===== src/rtl/uart_fifo_pkg.sv =====
package uart_fifo_pkg;

  localparam int unsigned CFG_W   = 8;
  localparam int unsigned EN_BIT  = 0;
  localparam int unsigned RXR_BIT = 1;
  localparam int unsigned TXR_BIT = 2;
  localparam int unsigned TRG_LSB = 6;

  typedef enum logic [1:0] {
    TRIG_1  = 2'b00,
    TRIG_4  = 2'b01,
    TRIG_8  = 2'b10,
    TRIG_14 = 2'b11
  } trig_sel_e;

  typedef struct packed {
    trig_sel_e trig;
    logic      en;
  } fifo_cfg_t;

  function automatic int unsigned trig_thresh(input trig_sel_e sel);
    case (sel)
      TRIG_1:  return 1;
      TRIG_4:  return 4;
      TRIG_8:  return 8;
      default: return 14;
    endcase
  endfunction

endpackage


===== src/rtl/fifo_cfg_reg.sv =====
module fifo_cfg_reg
  import uart_fifo_pkg::*;
(
  input  logic             clk_i,
  input  logic             rst_ni,
  input  logic             we_i,
  input  logic [CFG_W-1:0] wdata_i,
  output fifo_cfg_t        cfg_o,
  output logic             rx_flush_o,
  output logic             tx_flush_o,
  output logic [CFG_W-1:0] rdata_o
);

  fifo_cfg_t cfg_q;
  logic      en_chg;
  logic      unused_rsvd;

  // bits 5:3 carry no function
  assign unused_rsvd = ^wdata_i[5:3];

  assign en_chg = we_i && (wdata_i[EN_BIT] != cfg_q.en);

  // reset bits act on the write cycle only, never stored
  assign rx_flush_o = en_chg || (we_i && wdata_i[RXR_BIT]);
  assign tx_flush_o = en_chg || (we_i && wdata_i[TXR_BIT]);

  always_ff @(posedge clk_i or negedge rst_ni) begin
    if (!rst_ni) begin
      cfg_q <= '0;
    end else if (we_i) begin
      cfg_q.en   <= wdata_i[EN_BIT];
      cfg_q.trig <= trig_sel_e'(wdata_i[TRG_LSB +: 2]);
    end
  end

  always_comb begin
    rdata_o                = '0;
    rdata_o[EN_BIT]        = cfg_q.en;
    rdata_o[TRG_LSB +: 2]  = cfg_q.trig;
  end

  assign cfg_o = cfg_q;

endmodule


===== src/rtl/byte_fifo.sv =====
module byte_fifo #(
  parameter int unsigned DW    = 8,
  parameter int unsigned DEPTH = 16,
  localparam int unsigned AW   = (DEPTH > 1) ? $clog2(DEPTH) : 1,
  localparam int unsigned CW   = $clog2(DEPTH + 1)
) (
  input  logic          clk_i,
  input  logic          rst_ni,
  input  logic          en_i,
  input  logic          flush_i,
  input  logic          push_i,
  input  logic [DW-1:0] data_i,
  input  logic          pop_i,
  output logic [DW-1:0] data_o,
  output logic          full_o,
  output logic          empty_o,
  output logic [CW-1:0] level_o,
  output logic          ovr_o
);

  localparam logic [AW-1:0] LAST = AW'(DEPTH - 1);
  localparam logic [CW-1:0] FULL = CW'(DEPTH);

  logic [DW-1:0] mem_q [DEPTH];
  logic [AW-1:0] wr_ptr_q, rd_ptr_q;
  logic [CW-1:0] cnt_q;
  logic          ovr_q;
  logic          do_push, do_pop, drop;

  assign full_o  = (cnt_q == FULL);
  assign empty_o = (cnt_q == '0);

  assign do_push = en_i && !flush_i && push_i && !full_o;
  assign do_pop  = en_i && !flush_i && pop_i  && !empty_o;
  assign drop    = en_i && !flush_i && push_i && full_o;

  function automatic logic [AW-1:0] ptr_inc(input logic [AW-1:0] p);
    return (p == LAST) ? '0 : p + 1'b1;
  endfunction

  always_ff @(posedge clk_i or negedge rst_ni) begin
    if (!rst_ni) begin
      wr_ptr_q <= '0;
      rd_ptr_q <= '0;
      cnt_q    <= '0;
      ovr_q    <= 1'b0;
    end else if (flush_i) begin
      wr_ptr_q <= '0;
      rd_ptr_q <= '0;
      cnt_q    <= '0;
      ovr_q    <= 1'b0;
    end else begin
      if (do_push) wr_ptr_q <= ptr_inc(wr_ptr_q);
      if (do_pop)  rd_ptr_q <= ptr_inc(rd_ptr_q);
      if (do_push && !do_pop)      cnt_q <= cnt_q + 1'b1;
      else if (do_pop && !do_push) cnt_q <= cnt_q - 1'b1;
      if (drop) ovr_q <= 1'b1;
    end
  end

  always_ff @(posedge clk_i) begin
    if (do_push) mem_q[wr_ptr_q] <= data_i;
  end

  // head is visible without read latency
  assign data_o  = mem_q[rd_ptr_q];
  assign level_o = cnt_q;
  assign ovr_o   = ovr_q;

endmodule


===== src/rtl/rx_trigger.sv =====
module rx_trigger
  import uart_fifo_pkg::*;
#(
  parameter int unsigned CW = 5
) (
  input  logic          en_i,
  input  trig_sel_e     sel_i,
  input  logic [CW-1:0] level_i,
  output logic          irq_o
);

  logic [CW-1:0] thresh;

  assign thresh = CW'(trig_thresh(sel_i));
  assign irq_o  = en_i && (level_i >= thresh);

endmodule


===== src/rtl/uart_fifo_ctrl.sv =====
module uart_fifo_ctrl
  import uart_fifo_pkg::*;
#(
  parameter int unsigned DW    = 8,
  parameter int unsigned DEPTH = 16,
  localparam int unsigned CW   = $clog2(DEPTH + 1)
) (
  input  logic             clk_i,
  input  logic             rst_ni,
  input  logic             cfg_we_i,
  input  logic [CFG_W-1:0] cfg_wdata_i,
  output logic [CFG_W-1:0] cfg_rdata_o,
  input  logic             rx_push_i,
  input  logic [DW-1:0]    rx_data_i,
  input  logic             rx_pop_i,
  output logic [DW-1:0]    rx_data_o,
  output logic             rx_full_o,
  output logic             rx_empty_o,
  output logic [CW-1:0]    rx_level_o,
  output logic             rx_ovr_o,
  output logic             rx_irq_o,
  input  logic             tx_push_i,
  input  logic [DW-1:0]    tx_data_i,
  input  logic             tx_pop_i,
  output logic [DW-1:0]    tx_data_o,
  output logic             tx_full_o,
  output logic             tx_empty_o,
  output logic [CW-1:0]    tx_level_o,
  output logic             tx_ovr_o
);

  localparam int unsigned NQ = 2;  // 0: receive, 1: transmit

  fifo_cfg_t     cfg;
  logic          rx_flush, tx_flush;
  logic          q_flush [NQ];
  logic          q_push  [NQ];
  logic          q_pop   [NQ];
  logic [DW-1:0] q_din   [NQ];
  logic [DW-1:0] q_dout  [NQ];
  logic          q_full  [NQ];
  logic          q_empty [NQ];
  logic [CW-1:0] q_level [NQ];
  logic          q_ovr   [NQ];

  fifo_cfg_reg u_cfg (
    .clk_i      (clk_i),
    .rst_ni     (rst_ni),
    .we_i       (cfg_we_i),
    .wdata_i    (cfg_wdata_i),
    .cfg_o      (cfg),
    .rx_flush_o (rx_flush),
    .tx_flush_o (tx_flush),
    .rdata_o    (cfg_rdata_o)
  );

  assign q_flush[0] = rx_flush;
  assign q_push[0]  = rx_push_i;
  assign q_pop[0]   = rx_pop_i;
  assign q_din[0]   = rx_data_i;
  assign q_flush[1] = tx_flush;
  assign q_push[1]  = tx_push_i;
  assign q_pop[1]   = tx_pop_i;
  assign q_din[1]   = tx_data_i;

  for (genvar g = 0; g < NQ; g++) begin : g_q
    byte_fifo #(
      .DW    (DW),
      .DEPTH (DEPTH)
    ) u_fifo (
      .clk_i   (clk_i),
      .rst_ni  (rst_ni),
      .en_i    (cfg.en),
      .flush_i (q_flush[g]),
      .push_i  (q_push[g]),
      .data_i  (q_din[g]),
      .pop_i   (q_pop[g]),
      .data_o  (q_dout[g]),
      .full_o  (q_full[g]),
      .empty_o (q_empty[g]),
      .level_o (q_level[g]),
      .ovr_o   (q_ovr[g])
    );
  end

  rx_trigger #(.CW(CW)) u_trig (
    .en_i    (cfg.en),
    .sel_i   (cfg.trig),
    .level_i (q_level[0]),
    .irq_o   (rx_irq_o)
  );

  assign rx_data_o  = q_dout[0];
  assign rx_full_o  = q_full[0];
  assign rx_empty_o = q_empty[0];
  assign rx_level_o = q_level[0];
  assign rx_ovr_o   = q_ovr[0];
  assign tx_data_o  = q_dout[1];
  assign tx_full_o  = q_full[1];
  assign tx_empty_o = q_empty[1];
  assign tx_level_o = q_level[1];
  assign tx_ovr_o   = q_ovr[1];

endmodule


===== config.mk =====
export PLATFORM = sky130hd
export DESIGN_NAME = uart_fifo_ctrl
export DESIGN_NICKNAME = d
export VERILOG_FILES = /design/src/rtl/uart_fifo_pkg.sv /design/src/rtl/fifo_cfg_reg.sv /design/src/rtl/byte_fifo.sv /design/src/rtl/rx_trigger.sv /design/src/rtl/uart_fifo_ctrl.sv
export SDC_FILE = /design/constraint.sdc
export NUM_CORES = 1
export LEC_CHECK = 0
export ABC_AREA = 1
export BUFFER_PORTS_ARGS = -buffer_cell sky130_fd_sc_hd__buf_2
export CORE_ASPECT_RATIO = 1.25
export CORE_MARGIN = 3
export CORE_UTILIZATION = 50
export DETAILED_ROUTE_END_ITERATION = 7
export PLACE_DENSITY = 0.81
export SYNTH_ARGS = -nofsm -noshare
export SYNTH_HDL_FRONTEND = slang
export SYNTH_SLANG_ARGS = --single-unit

===== constraint.sdc =====
create_clock -name clk_i -period 2.29 [get_ports clk_i]
set_input_delay 0.229 -clock clk_i [delete_from_list [all_inputs] [get_ports clk_i]]
set_output_delay 0.229 -clock clk_i [all_outputs]
set_load 0.005 [all_outputs]

# Word-level counts from Yosys, hierarchy flattened
# Memory sizes are Yosys's and may differ from the RTL's.
# Cells that the tools add are included.
[totals]
input_bits = 31
register_bits = 31
out_inout_bits = 41
mem_count = 2
mem_bits_rw = 256
mem_bits_ro = 0
latch_bits = 0
[memory_table]
columns = ["name", "words", "width", "read_ports", "rd_clocked_by_memory_dff", "write_ports", "line", "rtl"]
rows = [
  ["g_q[0].u_fifo.mem_q", 16, 8, 1, 0, 1, "byte_fifo.sv:24", "logic [DW-1:0] mem_q [DEPTH];"],
  ["g_q[1].u_fifo.mem_q", 16, 8, 1, 0, 1, "byte_fifo.sv:24", ""],
]
[classes]
shift = 0
n_eq_ne = 9
div_mod_pow = 0
n_addsub = 8
reduce_logical = 43
order_cmp = 1
n_mux = 27
n_bitwise = 0
n_mul = 0
[op_table]
columns = ["op", "n"]
rows = [
  ["$mux 4", 12],
  ["$mux 5", 6],
  ["$logic_and 1x1->1", 20],
  ["$add 4x1->4 const B", 4],
  ["$eq 4x4->1 const B", 4],
  ["$pmux 4 s3", 1],
  ["$reduce_bool 2->1", 6],
  ["$add 5x1->5 const B", 2],
  ["$eq 5x5->1 const B", 2],
  ["$logic_not 1->1", 10],
  ["$logic_not 5->1", 2],
  ["$sub 5x1->5 const B", 2],
  ["$mux 1", 8],
  ["$reduce_bool 3->1", 2],
  ["$ge 5x4->1", 1],
  ["$eq 2x1->1 const B", 1],
  ["$eq 2x2->1 const B", 1],
  ["$logic_not 2->1", 1],
  ["$logic_or 1x1->1", 2],
  ["$ne 1x1->1", 1],
]

# Longest topological paths before layout
# Gate-level depths: netlist (run 1).
[depth]
ltp_word = 12
mapped_depth = 16

# By module
# From an unflattened synthesis (run 1), not the netlist that was laid out.
[hier_totals]
hier_cells = 1049
area_unflattened_um2 = 12364.4
[by_module_without_submodules]
columns = ["mod", "cells_per_inst", "n_inst", "area_per_inst_um2"]
rows = [
  ["byte_fifo (g_q[1].u_fifo)", 499, 1, 6013.3],
  ["byte_fifo (g_q[0].u_fifo)", 496, 1, 5995.8],
  ["fifo_cfg_reg", 30, 1, 227.7],
  ["rx_trigger", 24, 1, 127.6],
]

# Worst setup path after synthesis (run 1)
# OpenSTA, ideal clock, no wires.
[synth_path]
path_type = "register -> register"
startpoint = "register g_q[0].u_fifo.cnt_q[1]"
endpoint = "register g_q[0].u_fifo.cnt_q[4]"
stages_incl_launch_ff = 13
t_required_ps = 2207
path_buffers = 1
setup_slack_ps = 39
arrival_time_ps = 2168
path_cell_list = "dfrtp_1 > nor2_1 > nand4_1 > nand2_4 > buf_6 > inv_1 > ha_1 > inv_1 > ha_1 > a21oi_1 > nand2_1 > xnor2_1 > o21ai_0"
[synth_via]
elab_chain_len = 7
[synth_rtl]
columns = ["element", "line", "rtl"]
rows = [
  ["start, declared", "byte_fifo.sv:26", "logic [CW-1:0] cnt_q;"],
  ["start signal, assigned", "byte_fifo.sv:55", "if (do_push && !do_pop) cnt_q <= cnt_q + 1'b1;"],
  ["start signal, assigned", "byte_fifo.sv:56", "else if (do_pop && !do_push) cnt_q <= cnt_q - 1'b1;"],
  ["parallel branches: the longest is 7 deep, another holds $sub 5x1->5", "-", ""],
]
# Several ways; the timed one is not identified. The select of a mux whose other input is x is not followed.
# A chain may end at the register's enable or synchronous reset.

# Worst setup path after layout (run 1)
[layout_path]
startpoint = "register g_q[1].u_fifo.rd_ptr_q[0]"
endpoint = "output port tx_data_o[3]"
[layout_via]
elab_chain_len = 1
[layout_rtl]
columns = ["element", "line", "rtl"]
rows = [
  ["start, declared", "byte_fifo.sv:25", "logic [AW-1:0] wr_ptr_q, rd_ptr_q;"],
  ["start signal, assigned", "byte_fifo.sv:54", "if (do_pop) rd_ptr_q <= ptr_inc(rd_ptr_q);"],
  ["$mem_v2 16x8", "-", ""],
  ["end, declared", "uart_fifo_ctrl.sv:25", "output logic [DW-1:0] tx_data_o,"],
]
# Every way passes these cells.

==> impl_results.md, run 1 <==
- Synth cell types: 31
- Detailed Route Iter0 Violations: 812
- R2r worst-path depth: 12
- Hold Crit Class: input port to flip-flop
- Std-Cell Rows: 64
- Nets@finish: 1,311
- Die Ht: approximately 180 um
- Busiest layer in global routing: met2
- Final core utilization: 60.4%
- I/O pin cnt: 72
- Via count: around 9,100
- Full die area: 27,200 um2
- Status: finished clean
- RePlAce Congestion: roughly 0.86
- Async SR Flop Fraction: roughly 11%
- R2R setup slack: 0.12 ns
- Root buf cell: clkbuf_16
- Port bufs: 63
- Most frequent cells in the layout: 256 x edfxtp_1, 183 x nand2_1, 182 x nor2_1
- DRT Pass-1 Iters: 6
- Antenna-violating nets left: 0
- Reg-to-reg startpoint: g_q[0].u_fifo.level_o[3]$_DFFE_PN0P_
- Min Tclk post-route: between 2 and 2.5 ns
- Critical path startpoint category: flip-flop
- Clock Sinks: between 200 and 300
- CTS tree: yes
- Residual DRC: 0
- Synth top area share: between 60% and 70%
- Post-Route WL: between 30,000 and 40,000 um
- Register area share after synthesis: 67.1%
- Internal: slightly above 9 mW
- Worst Tran Pin Value: just over 0.7 ns
- P per Cell Area: between 800 and 900 nW/um2
- Die Wd: between 100 and 150 um
- CTS buffer count: 27
- Leakage: 5.79 nW
- Final worst path period share: between 90% and 100%
- Maximum clock insertion buffer count: 3
- Vias in the first global route: 8,747
- CP max FO: 16
- Synth Cell Area: around 13,000 um2
- RSZ-0062 raised after global routing: yes
- CTS clk-pin slew, worst paths: 0.07 ns
- Synth Warn #: 0
- Clock Latency Late Sink: roughly 0.54 ns
- Total gr overflow: 0
- Max Slew Vio Count: 0
- Crit. End Element: output pin
- Arr. time, crit path: about 2.0 ns
- H-Tree Depth: 1
- Area Growth Syn to Fin: 18.3%
- Ant. Diodes: 0
- Max IR drop VDD: 0.000712 V
- Post-DP HPWL: approximately 18,000 um
- Final Hold Viols: 0
- #FFs+latches synth: 287
- RR Endpoint: g_q[0].u_fifo.level_o[4]$_DFFE_PN0P_
- Max frequency: about 440 MHz
- Switch Pwr: 3.23 mW
- First-pass GRT wire length: ~46,000 um
- M2 GR Usage: between 30 and 40%
- Worst Setup EP: tx_data_o[3]
- Routing usage on met1: between 20 and 25%
- Total Routing Usage GR: a little over a fifth
- Switching Share: around 26%
- Avg Inst Size Synth: ~11 um2
- Comb pwr share: between 10% and 20%
- Core footprint: approximately 25,000 um2
- Clk network pwr share: 36.8%
- Synth Flop Type: edfxtp_1
- Synth area leaders: edfxtp_1 61%, dfrtp_1 6.2%, nor2_1 5.5%
- Flop pwr share: 47.0%
- Antenna violations before repair: 0
- Maximum number of pins on one net before global-route repair: 68
- Filler cell count: between 1,500 and 2,000
- Met3 Usage GRT: under 10%
- DR WL/cell: 19.0 um
- CP Launch Point: g_q[1].u_fifo.rd_ptr_q[0]$_DFFE_PN0P_
- Initial Utilization: between 50% and 60%
- Commonest non-fill, non-tap cell in the layout: edfxtp_1
- Post-synth EDFFs: ~260
- Pwr Total: about 13 mW
- Required time worst endpoint: 2.06 ns
- Worst Path Class, Setup: flip-flop to output pin
- Layout cells sized above 1: between 15 and 20%
- Relative slew margins: around 52%
- Setup-failing EPs final: 0
- Cell taking the most area after synthesis: edfxtp_1
- Max cap viols: 0
- Clock skew: 0.0108 ns
- Post-Syn Instances: 1,139
- DR vias/cell: ~5.7
-- Yosys cell counts (3+ instances only) --
cell,instances
o21ai_1,23
xnor2_1,5
dfrtp_1,31
buf_6,6
nand2_4,4
a21oi_1,31
buf_1,3
xor2_1,4
nand4_1,11
o21ai_0,82
nand2_1,185
edfxtp_1,256
ha_1,24
clkbuf_1,16
nor2_4,3
buf_2,23
inv_1,62
nor2_1,186
nor3_1,31
o211ai_1,24
inv_2,6
nand3_1,99
buf_4,12
-- sequential cells by signal (all words and copies together), names as in the netlist --
signal,flops
g_q.u_fifo.mem_q,256
g_q.u_fifo.level_o,10
g_q.u_fifo.rd_ptr_q,8
g_q.u_fifo.wr_ptr_q,8
u_cfg.cfg_o,3
g_q.u_fifo.ovr_o,2
-- power groups by stage --
| stage | sequential (mW) | combinational (mW) | clock (mW) |
|---|---|---|---|
| after floorplan | 6.00 | 1.10 | 0 |
| after global placement | 5.99 | 1.64 | 0 |
| after detailed placement | 6.00 | 1.71 | 0 |
| after CTS | 5.89 | 1.82 | 4.66 |
| after global routing | 5.92 | 2.22 | 4.85 |
| final | 5.91 | 2.03 | 4.62 |
-- logic make-up after synthesis --
logic type	Yosys count	synth area share, %
AO/OA/AOI/OAI	163	7.09
flip-flops	287	67.1
XOR/XNOR	9	0.625
other	1	0.0298
adder cells (fa/ha/maj)	26	2.70
buffers and inverters	131	4.85
AND/OR/NAND/NOR	522	17.6
-- metrics by stage --
stage	hold slack (ns)	worst slack [ns]	TNS [ns]	instances	cell area (um2)
after global placement	0.326	0.107	0	1527	13400
after global routing	0.0711	-0.0543	-0.174	1605	14900
after floorplan	-0.0666	0.0392	0	1143	12600
after detailed placement	0.334	0.0433	0	1527	13400
after CTS	0.0345	-0.000190	-0.000190	1589	14600
final	0.0552	0.0197	0	1605	14900
-- what timing repair did --
action / 4_1_cts / 5_1_grt
buffers inserted: 5 / 8
setup endpoints to repair: 17 / 21
hold buffers: 4 / 0
resized for setup: 31 / 41
endpoints found under the hold margin: 34 / 0
pin swaps: 3 / 8
cloned: 3 / 8
-- critical path, cell delays in order, from the launching register on --
cell	delay, ns
dfrtp_2	0.46
inv_8	0.09
clkbuf_16	0.20
o21ai_0	0.21
nand3_1	0.23
nand3_1	0.13
nand2_1	0.06
buf_2	0.13
-- how the worst min path moves through the flow --
stage | startpoint | end | slack (ns) | depth (start not counted)
final | cfg_we_i | u_cfg.cfg_o[1]$_DFFE_PN0P_ | 0.06 | 3
after global routing | rx_data_i[3] | g_q[0].u_fifo.mem_q[9][3]$_DFFE_PP_ | 0.07 | 1
after CTS | cfg_we_i | u_cfg.cfg_o[2]$_DFFE_PN0P_ | 0.03 | 3
after detailed placement | rst_ni | g_q[0].u_fifo.ovr_o$_DFFE_PN0P_ | 0.33 | 1
after global placement | rst_ni | g_q[0].u_fifo.ovr_o$_DFFE_PN0P_ | 0.33 | 1
after floorplan | rst_ni | g_q[0].u_fifo.level_o[0]$_DFFE_PN0P_ | -0.07 | 0
-- per-layer routing --
metal  share of wire, %  up-vias
li1                   -     4173
met1                 35     4359
met2                 53      454
met3                7.8      100
met4                4.0        0
met5                  0        -
-- area by class of cell --
class / count / area [um2] / share of cell area [%]
inverters: 70 / 297 / 1.99
repair buffers: 142 / 1180 / 7.92
well taps: 330 / 413 / 2.77
clock inverters: 19 / 223 / 1.49
multi-input cells: 725 / 3620 / 24.3
repair inverters: 1 / 7.51 / 0.0504
clock buffers: 31 / 691 / 4.63
flip-flops and latches: 287 / 8470 / 56.8
No activity file was read; power rests on OpenSTA's default activity.
==> run 2, diff against run 1 <==
ABC_AREA = not set   (was 1)
SKIP_LAST_GASP = 1   (was not set)
==> impl_results.md, run 2 <==
- Switch Pwr: 3.51 mW (was 3.23 mW)
- Async SR Flop Fraction: 10.8% (unchanged)
- CTS buffer count: 28 (was 27)
- Arr. time, crit path: 3.18 ns (was 2.04 ns)
- Post-synth EDFFs: 256 (unchanged)
- Crit. End Element: flip-flop (was output pin)
- RePlAce Congestion: 0.798 (was 0.858)
- Post-DP HPWL: 15,500 um (was 17,700 um)
- Antenna violations before repair: 2 (was 0)
- Hold_ws: 0.0869 ns (was 0.0552 ns)
- Max frequency: 367 MHz (was 440 MHz)
- Max IR drop VDD: 0.000745 V (was 0.000712 V)
- Clock Latency Late Sink: 0.53 ns (was 0.54 ns)
- Via count: 6,666 (was 9,086)
- Hold worst-path end: g_q[0].u_fifo.mem_q[2][6]$_DFFE_PP_ (was u_cfg.cfg_o[1]$_DFFE_PN0P_)
- Setup-failing EPs final: 90 (was 0)
- I/O pin cnt: 72 (unchanged)
- Vias in the first global route: 7,033 (was 8,747)
- RSZ-0062 raised after global routing: yes (unchanged)
- CTS clk-pin slew, worst paths: 0.06 ns (was 0.07 ns)
- CP max FO: 3 (was 16)
- Leakage: 5.21 nW (was 5.79 nW)
- Internal: 10.3 mW (was 9.33 mW)
- Status: finished, violations left (was finished clean)
- Hold Crit Class: input port to flip-flop (unchanged)
- Worst Tran Pin Value: 0.730 ns (was 0.727 ns)
- Synth Flop Type: edfxtp_1 (unchanged)
- Final worst path period share: 119% (was 99.1%)
- Post-Syn Instances: 684 (was 1,139)
- Synth top area share: 63.7% (was 61.0%)
- Cell taking the most area after synthesis: edfxtp_1 (unchanged)
- Min Tclk post-route: 2.72 ns (was 2.27 ns)
- Post-Route WL: 25,400 um (was 30,500 um)
- Violated checks: setup timing
- Clock skew: 0.0108 ns (about the same)
- Std-Cell Rows: 62 (was 64)
- DR WL/cell: 21.5 um (was 19.0 um)
- Reg-to-reg startpoint: g_q[0].u_fifo.level_o[3]$_DFFE_PN0P_ (unchanged)
- Layout Cell Area excl Fill: 14,900 um2 (about the same)
- Avg Inst Size Synth: 17.6 um2 (was 11.1 um2)
- Placed Area: 13,100 um2 (was 13,400 um2)
- Switching Share: 25.3% (was 25.7%)
- Register area share after synthesis: 70.2% (was 67.1%)
- Initial Utilization: 51.6% (was 51.1%)
- P per Cell Area: 931 nW/um2 (was 843 nW/um2)
- Layout cells sized above 1: 38.9% (was 17.7%)
- Max cap viols: 0 (unchanged)
- Antenna-violating nets left: 0 (unchanged)
- #FFs+latches synth: 287 (unchanged)
- Commonest cells in the netlist: 256 x edfxtp_1, 41 x nor2_1, 38 x mux4_2, 34 x nand2_1, 31 x dfrtp_1 (was 256 x edfxtp_1, 186 x nor2_1, 185 x nand2_1, 99 x nand3_1, 82 x o21ai_0)
- Comb pwr share: 25.7% (was 16.2%)
- Commonest non-fill, non-tap cell in the layout: edfxtp_1 (unchanged)
- Worst Path Class, Setup: flip-flop to flip-flop (was flip-flop to output pin)
- Flop pwr share: 43.2% (was 47.0%)
- Final Hold Viols: 0 (unchanged)
- Hold path depth: 1 (was 3)
- Relative slew margins: 51.3% (was 51.5%)
- Full die area: 26,000 um2 (was 27,200 um2)
- Clk network pwr share: 31.2% (was 36.8%)
- Synth cell types: 45 (was 31)
- Core footprint: 23,300 um2 (was 24,700 um2)
- Synth Cell Area: 12,100 um2 (was 12,600 um2)
- DR vias/cell: 5.63 (was 5.66)
- Setup slack after layout: -0.431 ns (was 0.0197 ns)
- Maximum number of pins on one net before global-route repair: 37 (was 68)
- Cell with the most instances after synthesis: edfxtp_1 (unchanged)
- Clock Sinks: 287 (unchanged)
- Max reg flops: 256 (unchanged)
- First-pass GRT wire length: 39,800 um (was 45,600 um)
- Detailed Route Iter0 Violations: 513 (was 812)
- Worst hold start: rx_data_i[6] (was cfg_we_i)
- Total gr overflow: 0 (unchanged)
- Die Wd: 145 um (was 148 um)
- Final core utilization: 63.7% (was 60.4%)
- Synth Warn #: 0 (unchanged)
- Die Ht: 180 um (was 184 um)
- Critical path startpoint category: flip-flop (unchanged)
- Area Growth Syn to Fin: 23.4% (was 18.3%)
- Top reg by flops: g_q.u_fifo.mem_q (unchanged)
- H-Tree Depth: 1 (unchanged)
- Port bufs: 63 (unchanged)
- CTS tree: yes (unchanged)
- DRT Pass-1 Iters: 5 (was 6)
- Most frequent cells in the layout: 256 x edfxtp_1, 70 x buf_4, 61 x buf_2 (was 256 x edfxtp_1, 183 x nand2_1, 182 x nor2_1)
- Residual DRC: 0 (unchanged)
- Final setup TNS: -9.29 ns (was 0 ns)
- R2R setup slack: -0.43 ns (was 0.12 ns)
- Max Slew Vio Count: 0 (unchanged)
- Maximum clock insertion buffer count: 3 (unchanged)
- R2r worst-path depth: 11 (was 12)
- Required time worst endpoint: 2.75 ns (was 2.06 ns)
- Total Routing Usage GR: 19.2% (was 20.9%)
- Root buf cell: clkbuf_16 (unchanged)
- Synth area leaders: edfxtp_1 64%, mux4_2 7.1%, dfrtp_1 6.4% (was edfxtp_1 61%, dfrtp_1 6.2%, nor2_1 5.5%)
- Nets@finish: 901 (was 1,311)
- RR Endpoint: g_q[0].u_fifo.level_o[4]$_DFFE_PN0P_ (unchanged)
## run 2: per-stage QoR
step	instances	total power, mW	setup slack (ns)
finish	1184	13.9	-0.431
global route	1184	14.4	-0.515
CTS	1176	13.6	-0.428
detailed placement	1085	8.63	-0.468
global placement	1085	8.55	-0.413
floorplan	688	7.74	-0.494
## run 2: cell type report
| type | count | area [um2] |
|---|---|---|
| inverter | 12 | 55.1 |
| fill | 1570 | 8470 |
| clock inverter | 15 | 124 |
| multi-input combinational | 350 | 3700 |
| clock buffer | 33 | 741 |
| timing repair buffer | 165 | 1380 |
| antenna | 2 | 5.00 |
| tap | 320 | 400 |
| sequential | 287 | 8470 |
## run 2: power by group through the flow
stage               sequential [mW]  combinational [mW]  clock [mW]
floorplan                      6.10                1.64           0
global route                   5.99                3.84        4.61
detailed placement             6.08                2.55           0
CTS                            5.96                3.24        4.40
finish                         5.98                3.56        4.32
global placement               6.07                2.48           0
## run 2: layer usage
| layer | wire length [um] | GRT usage [%] | up-vias |
|---|---|---|---|
| li1 | - | - | 2991 |
| met1 | 9240 | 22.0 | 3429 |
| met2 | 14600 | 37.5 | 191 |
| met3 | 917 | 2.52 | 55 |
| met4 | 679 | 5.55 | 0 |
| met5 | 0 | 0 | - |
## run 2: cell families (layout without fill, tap and decap cells)
| group | after synthesis | in the layout | synth area share [%] |
|---|---|---|---|
| AOI/OAI and AO/OA | 87 | 87 | 4.50 |
| DFF | 287 | 287 | 70.2 |
| buffers and inverters | 51 | 225 | 2.38 |
| and+or+nand+nor | 126 | 126 | 4.96 |
| xor gates and xnor gates | 13 | 13 | 0.944 |
| adders and majority gates | 26 | 26 | 2.82 |
| other | 1 | 7 | 0.0311 |
| muxes | 93 | 93 | 14.2 |
## run 2: how the worst max path moves through the flow
stage	start	endpoint	depth (start not counted)
final	g_q[0].u_fifo.level_o[3]$_DFFE_PN0P_	g_q[0].u_fifo.level_o[4]$_DFFE_PN0P_	11
after global routing	g_q[0].u_fifo.level_o[3]$_DFFE_PN0P_	g_q[0].u_fifo.level_o[4]$_DFFE_PN0P_	11
after CTS	g_q[0].u_fifo.level_o[3]$_DFFE_PN0P_	g_q[0].u_fifo.level_o[4]$_DFFE_PN0P_	11
after detailed placement	g_q[0].u_fifo.level_o[3]$_DFFE_PN0P_	g_q[0].u_fifo.level_o[4]$_DFFE_PN0P_	11
after global placement	g_q[0].u_fifo.level_o[0]$_DFFE_PN0P_	g_q[0].u_fifo.level_o[4]$_DFFE_PN0P_	11
after floorplan	g_q[0].u_fifo.level_o[0]$_DFFE_PN0P_	g_q[0].u_fifo.level_o[4]$_DFFE_PN0P_	12
## run 2: repair_timing
action                                 CTS  global route
setup endpoints to repair              120           218
cloned                                   5             0
resized for setup                       63            61
setup buffers                           32            18
endpoints found under the hold margin   36             0
pin swaps                               15            30
hold buffers                             6             0
## run 2: worst max-delay path: stages (launching register included)
cell,delay (ns)
dfrtp_1,0.40
or4_4,0.55
o211a_1,0.26
nand2b_4,0.09
ha_4,0.15
inv_4,0.04
fa_2,0.35
a21o_1,0.17
a21oi_2,0.12
xnor2_1,0.08
or3_1,0.31
a21oi_1,0.12
